===== config.mk =====
export PLATFORM = sky130hd
export DESIGN_NAME = burst_addr_gen
export DESIGN_NICKNAME = d
export VERILOG_FILES = /design/src/rtl/burst_addr_pkg.sv /design/src/rtl/burst_start_reg.sv /design/src/rtl/burst_beat_ctr.sv /design/src/rtl/burst_order_map.sv /design/src/rtl/burst_addr_gen.sv
export SDC_FILE = /design/constraint.sdc
export NUM_CORES = 1
export LEC_CHECK = 0
export CAP_MARGIN = 15
export CORE_ASPECT_RATIO = 1.75
export CORE_MARGIN = 2
export CORE_UTILIZATION = 39
export DETAILED_ROUTE_END_ITERATION = 7
export HOLD_SLACK_MARGIN = 0.12
export PLACE_DENSITY = 0.87
export SLEW_MARGIN = 20
export SYNTH_ARGS = -nofsm -noshare
export SYNTH_HDL_FRONTEND = slang
export SYNTH_HIERARCHICAL = 1
export SYNTH_SLANG_ARGS = --single-unit

===== constraint.sdc =====
create_clock -name clk -period 1.05 [get_ports clk]
set_input_delay 0.1575 -clock clk [delete_from_list [all_inputs] [get_ports clk]]
set_output_delay 0.1575 -clock clk [all_outputs]
set_load 0.03 [all_outputs]

===== src/rtl/burst_addr_pkg.sv =====
package burst_addr_pkg;
   // Ordering variants selectable at elaboration time
   localparam int ORDER_RUNTIME     = 0;
   localparam int ORDER_LINEAR      = 1;
   localparam int ORDER_INTERLEAVED = 2;

   typedef enum logic {
      BURST_LINEAR      = 1'b0,
      BURST_INTERLEAVED = 1'b1
   } burst_order_e;
endpackage


===== src/rtl/burst_start_reg.sv =====
module burst_start_reg #(
   parameter int ADDR_W = 20
) (
   input  logic                             clk,
   input  logic                             rst_n,
   input  logic                             load,
   input  logic [ADDR_W-1:0]                addr_in,
   input  burst_addr_pkg::burst_order_e     order_in,
   output logic [ADDR_W-1:0]                base_q,
   output burst_addr_pkg::burst_order_e     order_q
);
   always_ff @(posedge clk or negedge rst_n) begin
      if (!rst_n) begin
         base_q  <= '0;
         order_q <= burst_addr_pkg::BURST_LINEAR;
      end else if (load) begin
         base_q  <= addr_in;
         order_q <= order_in;
      end
   end

   // the captured order changes only on a load
   a_r10_order_held: assert property (@(posedge clk) disable iff (!rst_n)
      !load |=> $stable(order_q));
   // the start address is ignored without a load
   a_r7_base_held: assert property (@(posedge clk) disable iff (!rst_n)
      !load |=> $stable(base_q));
endmodule


===== src/rtl/burst_beat_ctr.sv =====
module burst_beat_ctr #(
   parameter int CNT_W = 2
) (
   input  logic             clk,
   input  logic             rst_n,
   input  logic             load,
   input  logic             adv,
   output logic [CNT_W-1:0] beat_q
);
   localparam logic [CNT_W-1:0] STEP = CNT_W'(1);
   localparam logic [CNT_W-1:0] LAST = '1;

   always_ff @(posedge clk or negedge rst_n) begin
      if (!rst_n)
         beat_q <= '0;
      else if (load)
         beat_q <= '0;
      else if (adv)
         beat_q <= beat_q + STEP;
   end

   // a load restarts the burst, even with adv high
   a_r9_load_wins: assert property (@(posedge clk) disable iff (!rst_n)
      load |=> (beat_q == '0));
   // one step per advance
   a_r3_step: assert property (@(posedge clk) disable iff (!rst_n)
      (!load && adv && beat_q != LAST) |=> (beat_q == $past(beat_q) + STEP));
   // wrap after the last beat
   a_r8_wrap: assert property (@(posedge clk) disable iff (!rst_n)
      (!load && adv && beat_q == LAST) |=> (beat_q == '0));
   // idle holds
   a_r4_hold: assert property (@(posedge clk) disable iff (!rst_n)
      (!load && !adv) |=> $stable(beat_q));
endmodule


===== src/rtl/burst_order_map.sv =====
module burst_order_map #(
   parameter int CNT_W     = 2,
   parameter int ORDER_SEL = 0
) (
   input  logic [CNT_W-1:0]              start_low,
   input  logic [CNT_W-1:0]              beat,
   input  burst_addr_pkg::burst_order_e  order,
   output logic [CNT_W-1:0]              low_out
);
   import burst_addr_pkg::*;

   logic [CNT_W-1:0] lin_low;
   logic [CNT_W-1:0] il_low;

   always_comb begin
      lin_low = start_low + beat;   // wraps modulo 2**CNT_W
      il_low  = start_low ^ beat;
   end

   generate
      if (ORDER_SEL == ORDER_LINEAR) begin : g_lin
         assign low_out = lin_low;
      end else if (ORDER_SEL == ORDER_INTERLEAVED) begin : g_il
         assign low_out = il_low;
      end else if (ORDER_SEL == ORDER_RUNTIME) begin : g_rt
         assign low_out = (order == BURST_INTERLEAVED) ? il_low : lin_low;
      end else begin : g_bad
         assign low_out = '0;
         $error("burst_order_map: ORDER_SEL must be 0, 1 or 2");
      end
   endgenerate
endmodule


===== src/rtl/burst_addr_gen.sv =====
module burst_addr_gen #(
   parameter int ADDR_W    = 20,
   parameter int CNT_W     = 2,
   parameter int ORDER_SEL = burst_addr_pkg::ORDER_RUNTIME
) (
   input  logic              clk,
   input  logic              rst_n,
   input  logic              strobe_a,
   input  logic              strobe_b,
   input  logic              adv,
   input  logic              il_sel,
   input  logic [ADDR_W-1:0] addr_in,
   output logic [ADDR_W-1:0] addr_out,
   output logic [CNT_W-1:0]  beat
);
   import burst_addr_pkg::*;

   localparam int UP_W = ADDR_W - CNT_W;

   generate
      if (CNT_W < 1)       begin : g_chk_cnt  $error("CNT_W must be at least 1"); end
      if (UP_W < 1)        begin : g_chk_addr $error("ADDR_W must exceed CNT_W"); end
      if (ORDER_SEL < 0 || ORDER_SEL > 2)
                           begin : g_chk_ord  $error("ORDER_SEL out of range"); end
   endgenerate

   logic              load;
   logic [ADDR_W-1:0] base_q;
   burst_order_e      order_q;
   burst_order_e      order_in;
   logic [CNT_W-1:0]  beat_q;
   logic [CNT_W-1:0]  low_bits;

   assign load     = strobe_a | strobe_b;
   assign order_in = il_sel ? BURST_INTERLEAVED : BURST_LINEAR;

   burst_start_reg #(.ADDR_W(ADDR_W)) u_start (
      .clk(clk), .rst_n(rst_n), .load(load), .addr_in(addr_in),
      .order_in(order_in), .base_q(base_q), .order_q(order_q)
   );

   burst_beat_ctr #(.CNT_W(CNT_W)) u_ctr (
      .clk(clk), .rst_n(rst_n), .load(load), .adv(adv), .beat_q(beat_q)
   );

   burst_order_map #(.CNT_W(CNT_W), .ORDER_SEL(ORDER_SEL)) u_map (
      .start_low(base_q[CNT_W-1:0]), .beat(beat_q), .order(order_q),
      .low_out(low_bits)
   );

   assign addr_out = {base_q[ADDR_W-1:CNT_W], low_bits};
   assign beat     = beat_q;

   // a load presents the strobed address on the next cycle
   a_r2_load_addr: assert property (@(posedge clk) disable iff (!rst_n)
      load |=> (addr_out == $past(addr_in) && beat == '0));
   // upper field fixed between loads
   a_r7_upper_fixed: assert property (@(posedge clk) disable iff (!rst_n)
      !load |=> $stable(addr_out[ADDR_W-1:CNT_W]));
   // beat zero always shows the starting address
   a_r8_start_at_zero: assert property (@(posedge clk) disable iff (!rst_n)
      (beat == '0) |-> (addr_out == base_q));
   // no strobe and no advance leaves the address unchanged
   a_r4_addr_hold: assert property (@(posedge clk) disable iff (!rst_n)
      (!load && !adv) |=> $stable(addr_out));
endmodule


Word level (Yosys, flattened, before mapping)
Cells that the tools add are included.
{ "word_totals": {"regBits": 23, "in_bits": 26, "out_inout_bits": 22} }
{ "op_classes": {"addsub": 2, "n_mux": 4, "n_bitwise": 2, "reduce_logical": 1} }
{ "op_table": {"columns": ["cell", "count"], "rows": [
  ["$mux 2", 3],
  ["$add 2x1->2 const B", 1],
  ["$add 2x2->2", 1],
  ["$reduce_bool 2->1", 1],
  ["$xor 2x2->2", 1],
  ["$mux 1", 1],
  ["$or 1x1->1", 1]
]} }

Longest topological paths before layout
{ "depth": {"word_depth": 3, "depth_mapped": 3, "depth_no_buf": 3} }

By module
The synthesis kept the hierarchy.
{ "by_module_without_submodules": {"columns": ["module", "instances", "cells_per_inst", "area_per_inst_um2"], "rows": [
  ["burst_start_reg", 1, 44, 859.6],
  ["burst_beat_ctr", 1, 7, 88.8],
  ["burst_order_map", 1, 4, 36.3],
  ["burst_addr_gen", 1, 1, 6.3]
]} }

Worst setup path after synthesis
Ideal clock, no wire load.
{ "synth_timing": {"kind": "reg-to-output", "start": "register u_ctr.beat_q[0]", "end": "output addr_out[1]", "t_arrival_ns": 1.409, "setup_slack_ns": -0.516, "path_stages_with_launch": 4, "n_path_buf": 0, "path_cell_list": "dfrtp_1 -> ha_1 -> nor2b_1 -> xnor2_1"} }
{ "synth_between": {"elab_chain_len": 2} }
{ "synth_lines": {"columns": ["item", "line_no", "text"], "rows": [
  ["start: declaration", "burst_beat_ctr.sv:8", "output logic [CNT_W-1:0] beat_q"],
  ["start signal: assignment", "burst_beat_ctr.sv:19", "beat_q <= beat_q + STEP;"],
  ["$add 2x2->2", "burst_order_map.sv:16", "lin_low = start_low + beat;"],
  ["$mux 2", "burst_order_map.sv:26", "assign low_out = (order == BURST_INTERLEAVED) ? il_low : lin_low;"],
  ["end: declaration", "burst_addr_gen.sv:13", "output logic [ADDR_W-1:0] addr_out,"]
]} }
Every way passes these cells.

Worst setup path in the final report
{ "layout_timing": {"start": "register u_ctr.beat_q[1]", "end": "output addr_out[1]"} }
{ "layout_between": {"elab_chain_len": 2, "word_cells_on_any_way": 3, "classes_between": "1 x add/sub; 1 x mux; 1 x bitwise"} }
{ "layout_lines": {"columns": ["item", "line_no"], "rows": [
  ["$add 2x2->2 or $xor 2x2->2 (tied branches)", "burst_order_map.sv:16, burst_order_map.sv:17"],
  ["$mux 2 *", "burst_order_map.sv:26"]
]} }
Mark *: on every way between the ends. The rest lies on a longest branch, timed or not.

==> impl_metrics.py <==
metrics = {
    "status": {
        "status": "finished with violations",
        "failed_checks": "setup timing",
    },
    "route": {
        "dr.pass1.iters": 4,
        "drc": 0,
        "ant_nets": 0,
        "wl_per_cell_um": 16.1,
        "routed_wl_mm": 2.28,
        "drt_iter0_drc": 6,
        "vias": 675,
        "avgViaCountPerCell": 4.75,
    },
    "yosys": {
        "syn-num-nets": 83,
        "synthMuxAreaShare": 0.314,
        "yosys.area_share.xor_xnor": 0.0265,
        "synth_top_area_share": 0.581,
        "yosys_register_bits": 23,
        "synth_cell_types": 12,
        "yosysTopAreaCell": "dfrtp_1",
        "ys_warn_count": 6,
        "synthCells": 56,
        "synth_area_per_cell_um2": 17.7,
        "ys_top_cells_by_area": "dfrtp_1, mux2_4, xnor2_1, buf_6, ha_1",
        "syn_area_um2": 991,
        "synth_compound_gate_area_share": 0.0189,
        "synthAdderAreaFrac": 0.0126,
        "seq_area_frac_synth": 0.581,
        "synthSimpleGateAreaFrac": 0.0240,
        "synth_top_family_by_area": "multiplexers",
    },
    "pwr": {
        "powerDensity_nw_per_um2": 1290,
        "total_power_mw": 2.16,
        "combPwrFrac": 0.295,
        "swShare": 0.268,
        "clkPwrFrac": 0.240,
        "p_sw_mw": 0.579,
        "p_leak_nw": 0.809,
        "p_int_mw": 1.58,
        "irDropWorstVdd_uv": 1180,
        "p_seq_frac": 0.465,
    },
    "floorplanning": {
        "ios": 48,
        "die_w_um": 42.1,
        "fp.dieArea_um2": 2980,
        "start_util": 0.402,
        "core_area_um2": 2460,
        "die_y_um": 70.7,
        "row_count": 24,
    },
    "layout": {
        "drive_above_1_share": 0.552,
        "fillers": 180,
        "mostFrequentLayoutCells": "clkdlybuf4s50_1, buf_4, dfrtp_1, mux2_4, buf_6",
        "finalNonFillerCells": 142,
        "multi_input_area_um2": 442,
        "fin_area_um2": 1680,
        "num-nets-final": 144,
        "regArea_um2": 577,
        "final_core_util": 0.682,
        "diodes": 0,
        "area_growth_pct": 69.4,
    },
    "grt": {
        "antenna_found_initial": 0,
        "grt-ovfl-total": 0,
        "grt_pass1_wl_mm": 3.68,
        "grt_pass1_vias": 755,
        "grt_max_degree": 24,
        "grt_use_total": 0.164,
    },
    "worst_setup_path": {
        "end_kind": "output pin",
        "crit_buf_inv": 1,
        "crit_chain": "xnor2_2 -> xnor2_4 -> buf_6",
        "crit_family": "XOR/XNOR gates",
        "cpMaxStageDelayCell": "dfrtp_1",
        "arrival_ns": 1.27,
        "start_kind": "register",
        "crit_required_ns": 0.89,
        "worst-r2r-setup-slack_ns": -0.10,
        "critPathMaxStageDelay_ns": 0.42,
        "critPathMaxFanout": 2,
        "critical_path_class": "reg2out",
    },
    "timing": {
        "timing.final.ws_setup_ns": -0.374,
        "finalSetupViolations": 5,
        "fin_setup_tns_ns": -1.03,
        "report.final.slew_viol_count": 0,
        "grt_setup_unrepaired": "yes",
        "fmax_ghz": 0.702,
        "min_period_over_period": 1.36,
        "hold_viol": 0,
        "skew_ns": 0.00102,
        "relSlewSlack": 0.803,
        "worstMarginPinSlew_ns": 0.294,
        "fin_crit_ns": 1.42,
        "hold_slack_ns": 0.247,
    },
    "cts": {
        "clk_latency_ns": 0.25,
        "clock_path_buffers": 2,
        "cts-buffers-inserted": 3,
        "cts-root-buf": "clkbuf_8",
        "cts_tree": "built",
        "cts_sinks": 23,
        "clk_pin_slew_worst_paths_ns": 0.08,
        "cts_hold_buf": 0,
        "cts.htree.levels": 1,
    },
    "placement": {
        "gp_congestion": 0.729,
        "dpl_cell_area_um2": 1530,
        "port_buffers": 47,
        "dp_slack_ns": -0.402,
        "post-place-cells": 133,
        "dpl.hpwl_mm": 1.62,
    },
    "job": {
        "drv_cap": 0,
    },
    "min_path": {
        "min_path_type": "in2async",
    },
}
[worst paths after layout]
kind	startpoint	endpoint	depth (start not counted)
hold / removal	rst_n	u_start/base_q[0]	2
min in group clk	addr_in[0]	u_start/base_q[0]	2
max in group asynchronous	rst_n	u_ctr/beat_q[0]	2
setup reg to reg	u_ctr/beat_q[1]	u_ctr/beat_q[1]	5
setup / recovery	u_ctr/beat_q[1]	addr_out[1]	3
hold reg to reg	u_start/base_q[6]	u_start/base_q[6]	1
[cell type report]
class	instances	area share
clock buffer	4	0.0268
multi-input combinational	31	0.263
sequential	23	0.344
tap	26	0.0194
timing repair buffer	58	0.347
[power groups by stage]
stage / Sequential, mW / Combinational, mW / Clock, mW
floorplan: 1.14 / 0.204 / 0
global placement: 1.02 / 0.585 / 0
detailed placement: 1.02 / 0.594 / 0
CTS: 1.01 / 0.637 / 0.540
global route: 1.01 / 0.667 / 0.586
finish: 1.01 / 0.637 / 0.520
[state kept, by name, indices dropped and copies added (netlist names)]
| signal | cells |
|---|---|
| u_ctr/beat_q | 2 |
| u_start/base_q | 20 |
| u_start/order_q | 1 |
[Yosys cell counts]
library cell  number
ha_1               1
xnor2_1            3
mux2_2             1
nand3b_1           1
nor2_1             1
a21bo_1            1
dfrtp_1           23
nor2b_1            1
mux2_4            20
buf_6              2
or2_1              1
a21oi_2            1
[cell families after synthesis]
group | count (synthesis)
DFF | 23
buffers and inverters | 2
muxes | 21
xor gates and xnor gates | 3
and+or+nand+nor | 4
AOI/OAI and AO/OA | 2
adders and majority gates | 1
[timing repair]
item | 4_1_cts | 5_1_grt
cloned | 2 | 0
setup buffers | 1 | 2
pin swaps | 4 | 1
resized for setup | 11 | 0
setup endpoints to repair | 25 | 5
[per-layer routing]
| metal | vias to the layer above | GRT usage | part of all wire |
|---|---|---|---|
| li1 | 314 | - | - |
| met3 | 2 | 0.0434 | 0.087 |
| met1 | 321 | 0.191 | 0.37 |
| met5 | - | 0 | 0 |
| met4 | 0 | 0.0313 | 0.0048 |
| met2 | 38 | 0.300 | 0.54 |
No activity file was read; power rests on OpenSTA's default activity.
